### config.mk
export PLATFORM = sky130hd
export DESIGN_NAME = dreg_file
export DESIGN_NICKNAME = d
export VERILOG_FILES = /design/src/rtl/rf_pkg.sv /design/src/rtl/rf_wr_decode.sv /design/src/rtl/rf_cell.sv /design/src/rtl/rf_read_port.sv /design/src/rtl/dreg_file.sv
export SDC_FILE = /design/constraint.sdc
export NUM_CORES = 2
export LEC_CHECK = 0
export BUFFER_PORTS_ARGS = -buffer_cell sky130_fd_sc_hd__buf_4
export CORE_UTILIZATION = 35
export DETAILED_ROUTE_END_ITERATION = 10
export SLEW_MARGIN = 10
export SYNTH_ARGS = -nofsm -noshare
export SYNTH_HDL_FRONTEND = slang
export SYNTH_SLANG_ARGS = --single-unit
export TNS_END_PERCENT = 10
### constraint.sdc
create_clock -name clk -period 3.5 [get_ports clk]
set_input_delay 0.7 -clock clk [delete_from_list [all_inputs] [get_ports clk]]
set_output_delay 0.7 -clock clk [all_outputs]
set_load 0.01 [all_outputs]
### src/rtl/rf_pkg.sv
`timescale 1ns/1ps
// Package: shared sizing defaults for the register file.
// Assumes: the register count is a power of two so the index width is exact.
package rf_pkg;
    localparam int RF_DEF_REGS   = 32;
    localparam int RF_DEF_DATA_W = 32;
endpackage

### src/rtl/rf_wr_decode.sv
`timescale 1ns/1ps
// Module: rf_wr_decode
// Turns the write enable and index into one select line per writable register.
// Assumes: register 0 is never writable, so no select exists for it.
module rf_wr_decode #(
    parameter int NUM_REGS = rf_pkg::RF_DEF_REGS,
    localparam int IDX_W   = $clog2(NUM_REGS)
) (
    input  logic                  wr_en,
    input  logic [IDX_W-1:0]      wr_idx,
    output logic [NUM_REGS-1:1]   wr_sel
);
    // Purpose: raise at most one select, only for indices 1 and above.
    always_comb begin
        for (int k = 1; k < NUM_REGS; k++) begin
            wr_sel[k] = wr_en && (wr_idx == IDX_W'(k));
        end
    end
endmodule

### src/rtl/rf_cell.sv
`timescale 1ns/1ps
// Module: rf_cell
// One storage word, updated on the falling clock edge.
// Assumes: reset is synchronous, active low, and outranks the write select.
module rf_cell #(
    parameter int DATA_W = rf_pkg::RF_DEF_DATA_W
) (
    input  logic              clk,
    input  logic              rst_n,
    input  logic              sel,
    input  logic [DATA_W-1:0] din,
    output logic [DATA_W-1:0] q
);
    // Purpose: clear on reset, else capture the write data when selected.
    always_ff @(negedge clk) begin
        if (!rst_n) begin
            q <= '0;
        end else if (sel) begin
            q <= din;
        end
    end
endmodule

### src/rtl/rf_read_port.sv
`timescale 1ns/1ps
// Module: rf_read_port
// Combinational word selector over the flattened register array.
// Assumes: slot 0 of the flat vector may hold anything; index 0 is forced to zero here.
module rf_read_port #(
    parameter int NUM_REGS = rf_pkg::RF_DEF_REGS,
    parameter int DATA_W   = rf_pkg::RF_DEF_DATA_W,
    localparam int IDX_W   = $clog2(NUM_REGS)
) (
    input  logic [NUM_REGS*DATA_W-1:0] flat,
    input  logic [IDX_W-1:0]           rd_idx,
    output logic [DATA_W-1:0]          rd_data
);
    // Purpose: pick the addressed word, returning zero for index 0.
    always_comb begin
        if (rd_idx == '0) begin
            rd_data = '0;
        end else begin
            rd_data = flat[int'(rd_idx)*DATA_W +: DATA_W];
        end
    end
endmodule

### src/rtl/dreg_file.sv
`timescale 1ns/1ps
// Module: dreg_file
// Register file with two asynchronous read ports and one write port committed
// on the falling clock edge. Register 0 is a constant zero.
// Assumes: the writer meets setup to the falling edge; readers tolerate a
// combinational path from index to data.
module dreg_file #(
    parameter int NUM_REGS = rf_pkg::RF_DEF_REGS,
    parameter int DATA_W   = rf_pkg::RF_DEF_DATA_W,
    localparam int IDX_W   = $clog2(NUM_REGS)
) (
    input  logic              clk,
    input  logic              rst_n,
    input  logic              wr_en,
    input  logic [IDX_W-1:0]  wr_idx,
    input  logic [DATA_W-1:0] wr_data,
    input  logic [IDX_W-1:0]  rd_idx_a,
    output logic [DATA_W-1:0] rd_data_a,
    input  logic [IDX_W-1:0]  rd_idx_b,
    output logic [DATA_W-1:0] rd_data_b
);
    logic [NUM_REGS-1:1]        wr_sel;
    logic [NUM_REGS*DATA_W-1:0] flat;

    rf_wr_decode #(.NUM_REGS(NUM_REGS)) u_dec (
        .wr_en  (wr_en),
        .wr_idx (wr_idx),
        .wr_sel (wr_sel)
    );

    // Purpose: slot 0 holds no storage and is tied to zero.
    assign flat[DATA_W-1:0] = '0;

    // Purpose: one storage cell per writable register.
    for (genvar g = 1; g < NUM_REGS; g++) begin : g_cell
        rf_cell #(.DATA_W(DATA_W)) u_cell (
            .clk   (clk),
            .rst_n (rst_n),
            .sel   (wr_sel[g]),
            .din   (wr_data),
            .q     (flat[g*DATA_W +: DATA_W])
        );
    end

    rf_read_port #(.NUM_REGS(NUM_REGS), .DATA_W(DATA_W)) u_rd_a (
        .flat    (flat),
        .rd_idx  (rd_idx_a),
        .rd_data (rd_data_a)
    );

    rf_read_port #(.NUM_REGS(NUM_REGS), .DATA_W(DATA_W)) u_rd_b (
        .flat    (flat),
        .rd_idx  (rd_idx_b),
        .rd_data (rd_data_b)
    );
endmodule

# --- Word level (Yosys, flattened, before mapping) ---
# Cells that the tools add are included.
word_totals:
  register_bits: 992
  latch_bits: 0
  mem_bits_rw: 0
  mem_bits_ro: 0
  in_bits: 50
  out_inout_bits: 64
  elab_cells: 99
  n_memories: 0
classes:
  addsub: 0
  multipliers: 0
  n_div: 0
  order_cmp: 0
  eq_ne: 31
  n_shift: 2
  mux: 2
  bitwise: 0
  reduce_logical: 33
ops:
  columns: ["operator", "count"]
  rows:
  - ["1024-bit by 11-bit indexed part select with 32-bit output", 2]
  - ["5-bit equality test, second input constant", 16]
  - ["32-bit 2-to-1 mux", 2]
  - ["5-bit by 4-bit equality test with 1-bit output, second input constant", 8]
  - ["1-bit logical AND", 31]
  - ["5-bit by 3-bit equality test with 1-bit output, second input constant", 4]
  - ["5-bit by 2-bit equality test with 1-bit output, second input constant", 2]
  - ["5-bit zero test", 2]
  - ["5-bit by 1-bit equality test with 1-bit output, second input constant", 1]

# --- Longest topological paths before layout ---
logic_depth:
  ltp_word: 2
  mapped_depth: 9
  mapped_depth_nobuf: 5

# --- Modules after synthesis ---
# Synthesis repeated with hierarchy kept, for this count alone.
unflattened:
  hier_cells: 4599
  area_unflattened_um2: 55637.1
by_module_without_submodules:
  columns: ["mod", "n_inst", "cells_each", "area_per_inst_um2"]
  rows:
  - ["rf_cell", 31, 104, 1247.4]
  - ["rf_read_port", 2, 664, 8368.0]
  - ["rf_wr_decode", 1, 46, 226.5]
  - ["dreg_file", 1, 1, 3.8]

==> qor.json <==
{
  "synthesis": {
    "synth.lib_cells_used.distinct": 42,
    "synth-edff-count": 0,
    "yosys_register_bits": 992,
    "ys_seq_area_share_pct": 37.3,
    "synthesis.nets": 6115,
    "synth-async-reset-ratio_pct": 0,
    "netlist_instances": 6065,
    "cell_area_after_synthesis_mm2": 0.0532,
    "synth_area_per_cell_um2": 8.77,
    "synth_top_flop_cell": "dfxtp_1",
    "yosysWarningCount": 0
  },
  "pwr": {
    "combinational_power_share_pct": 9.5,
    "worst_ir_drop_vdd_mv": 0.481,
    "switching_share_of_power_pct": 33.1,
    "seq_power_share_pct": 36.9,
    "power_report.internal_total_mw": 20.9,
    "clkPwrFrac_pct": 53.7,
    "power_total_mw": 31.3,
    "leak_pwr_nw": 29.4,
    "switching_power_of_the_nets_mw": 10.4,
    "power-per-cell-area_mw_per_mm2": 435
  },
  "timing": {
    "worst_slew_margin_rel_pct": 22.3,
    "hold_viol": 0,
    "final.setup_skew_ns": 0,
    "finalMaxSlewViolations": 0,
    "setup_violations": 64,
    "hold_ws_ns": 0.466,
    "max_slew.worst_pin.slew_ns": 1.16,
    "grt_setup_unrepaired": "yes",
    "final.setup.worst_slack_ns": -1.42
  },
  "critical_path": {
    "cp_data_arrival_time_ns": 4.22,
    "required_time_reported_for_the_critical_path_endpoint_ns": 2.80,
    "r2r-start": "g_cell[22].u_cell.q[6]",
    "critPathMaxStageDelay_ns": 0.45,
    "timing.critical_path.from_type": "flip-flop",
    "criticalPathCategory": "flip-flop to output port",
    "cp.depth": 7,
    "crit_slowest_cell": "mux4_2",
    "timing.critical_path.buf_inv": 2,
    "setup.worst_path.end": "rd_data_b[30]",
    "r2r-end": "g_cell[22].u_cell.q[6]",
    "critical_path_sink_type": "output port",
    "setup.worst_path.start": "g_cell[19].u_cell.q[30]",
    "crit_fanout": 3,
    "rr_worst_depth": 3,
    "cp_cell_sequence": "mux4_2 -> mux2i_1 -> nor2_1 -> a21oi_2 -> buf_4 -> o221ai_4 -> buf_6",
    "setup_slack_reg_to_reg_ns": 2.65,
    "path_delay_family": "multiplexers"
  },
  "grt": {
    "antenna_violations_before_repair": 14,
    "grt_pass1_wl_um": 352000,
    "gr-total-overflow": 0,
    "grt_start_max_net_pins": 50,
    "first_global_vias": 54700,
    "grt_use_total_pct": 31.2
  },
  "placement": {
    "gpl.final_weighted_congestion": 0.903,
    "post_placement_cell_area_mm2": 0.0636,
    "hpwlAfterDp_um": 158000,
    "numPortBuffers": 113
  },
  "hold_path": {
    "hold_path.startpoint": "g_cell[16].u_cell.q[14]",
    "worst_hold_path_type": "flip-flop to flip-flop"
  },
  "clock_network": {
    "clkTransAtPathRegs_ns": 0.04,
    "hold_buffers": 0,
    "tritoncts": "done",
    "cts_max_level": 3,
    "cts_made_buffers": 110,
    "cts_root_buf": "clkbuf_16",
    "clock_tree.buffer_depth": 3,
    "worstSkewPairLatency_ns": 0.74,
    "cts.sinks": 992
  },
  "route": {
    "drt-vias-per-instance": 5.72,
    "routed_wl_um": 245000,
    "drtIter0Drc": 7217,
    "drtAntennaViolNets": 0,
    "drt_drc_violations_left": 0,
    "vias": 55500,
    "mean_routed_wirelength_per_cell_um": 25.2,
    "drt-pass1-iter-count": 8
  },
  "floorplanning": {
    "initial_core_util_pct": 35.4,
    "die-width_um": 392,
    "row_count": 142,
    "die-height_um": 392,
    "core_mm2": 0.150,
    "ios": 114,
    "design.die.area_mm2": 0.154
  },
  "final_layout": {
    "largest_registers": "g_cell.u_cell.q (992)",
    "nNetsFinal": 7626,
    "registers.top_by_ff_count": "g_cell.u_cell.q",
    "fin_area_mm2": 0.0719,
    "area_growth_pct": 35.1,
    "layout-drive-gt1-share_pct": 25.0,
    "largest_register_ffs": 992
  },
  "run": {
    "drv_cap": 0
  },
  "status": {
    "failing_checks": "negative setup slack",
    "outcome": "complete, but fails checks"
  }
}
worst register-to-register path, cell delays in order (launching register included):
cell and delay (ns):
dfxtp_1 0.35, buf_4 0.11, nand2_1 0.05, a21boi_0 0.24
synth_stat cells (43+ instances only):
cell type / count / area share (%)
nand2_1: 2218 / 16
dfxtp_1: 992 / 37
a21boi_0: 950 / 13
clkbuf_1: 429 / 3.0
mux4_2: 378 / 16
mux2i_1: 186 / 3.5
buf_2: 134 / 1.3
a21oi_1: 121 / 1.1
nor2_1: 88 / 0.62
mux2_2: 70 / 1.5
o21ai_0: 57 / 0.54
nor2b_1: 55 / 0.65
nor3_1: 46 / 0.43
a221oi_1: 44 / 0.72
o211ai_1: 43 / 0.61
cell type report:
type	instances	area (um2)
Antenna cell	15	37.5
Clock buffer	111	2780
Clock inverter	1078	4590
Fill cell	14200	78500
Inverter	1	6.26
Multi-Input combinational cell	4460	31700
Sequential cell	992	19900
Tap cell	2016	2520
Timing Repair Buffer	1019	10200
power by group through the flow:
stage               clock (mW)  combinational (mW)  sequential (mW)
floorplan                 1.71                1.44             11.7
global placement          1.71                2.79             11.7
detailed placement        1.71                2.80             11.7
CTS                       16.9                2.87             11.5
global route              18.3                3.03             11.5
finish                    16.8                2.97             11.5
repair_timing:
action                                  in CTS  in global routing
pin swaps                                   72                 20
setup buffers                                2                  0
gates resized for setup                    202                 72
endpoints found under the setup margin     233                 64
kinds of logic after synthesis:
group | synth area share [%]
AND/OR/NAND/NOR | 18.0
AO/OA/AOI/OAI | 18.4
flip-flops | 37.3
multiplexers | 21.3
buffers and inverters | 4.94
worst min path at each step:
stage | to | slack [ns] | cells past startpoint
finish | g_cell[16].u_cell.q[14] | 0.47 | 2
CTS | g_cell[19].u_cell.q[11] | 0.46 | 2
detailed placement | g_cell[19].u_cell.q[11] | 0.46 | 2
global placement | g_cell[3].u_cell.q[2] | 0.45 | 2
global route | g_cell[16].u_cell.q[14] | 0.48 | 2
floorplan | g_cell[17].u_cell.q[20] | 0.44 | 2
layer usage:
metal / share of wire, % / vias up / GRT usage, %
met2: 43 / 3760 / 45.9
met3: 13 / 747 / 10.3
met4: 5.5 / 8 / 18.2
met5: 0.020 / - / 0
li1: - / 24000 / -
met1: 38 / 26900 / 39.6
per-stage QoR:
| step | TNS (ns) | cells | setup slack (ns) | utilization [%] |
|---|---|---|---|---|
| final | -81.13 | 9692 | -1.42 | 47.8 |
| after global routing | -85.33 | 9682 | -1.45 | 47.8 |
| after CTS | -82.44 | 9679 | -1.43 | 47.6 |
| after detailed placement | -568.40 | 8498 | -0.994 | 42.3 |
| after global placement | -552.21 | 8498 | -1.02 | 42.3 |
| after floorplan | -86.96 | 6065 | -0.209 | - |
cells in the final DEF (no fill, tap or decap), drive strengths merged, types with 7 or more instances in the layout:
cell and count:
nand2 2218, a31oi 11, mux4 385, a22oi 42
nor2b 55, a21boi 992, a221oi 44, clkinv 7
bufinv 13, dfxtp 992, o221ai 14, clkbuf 112
mux2i 186, a211oi 10, nor2 88, nor3 48
inv 1031, buf 1018, o211ai 43, nand3 39
o21ai 57, nand2b 8, a21oi 121, clkinvlp 28
diode 15, a22o 10, mux2 70
(Power assumes the default switching activity.)
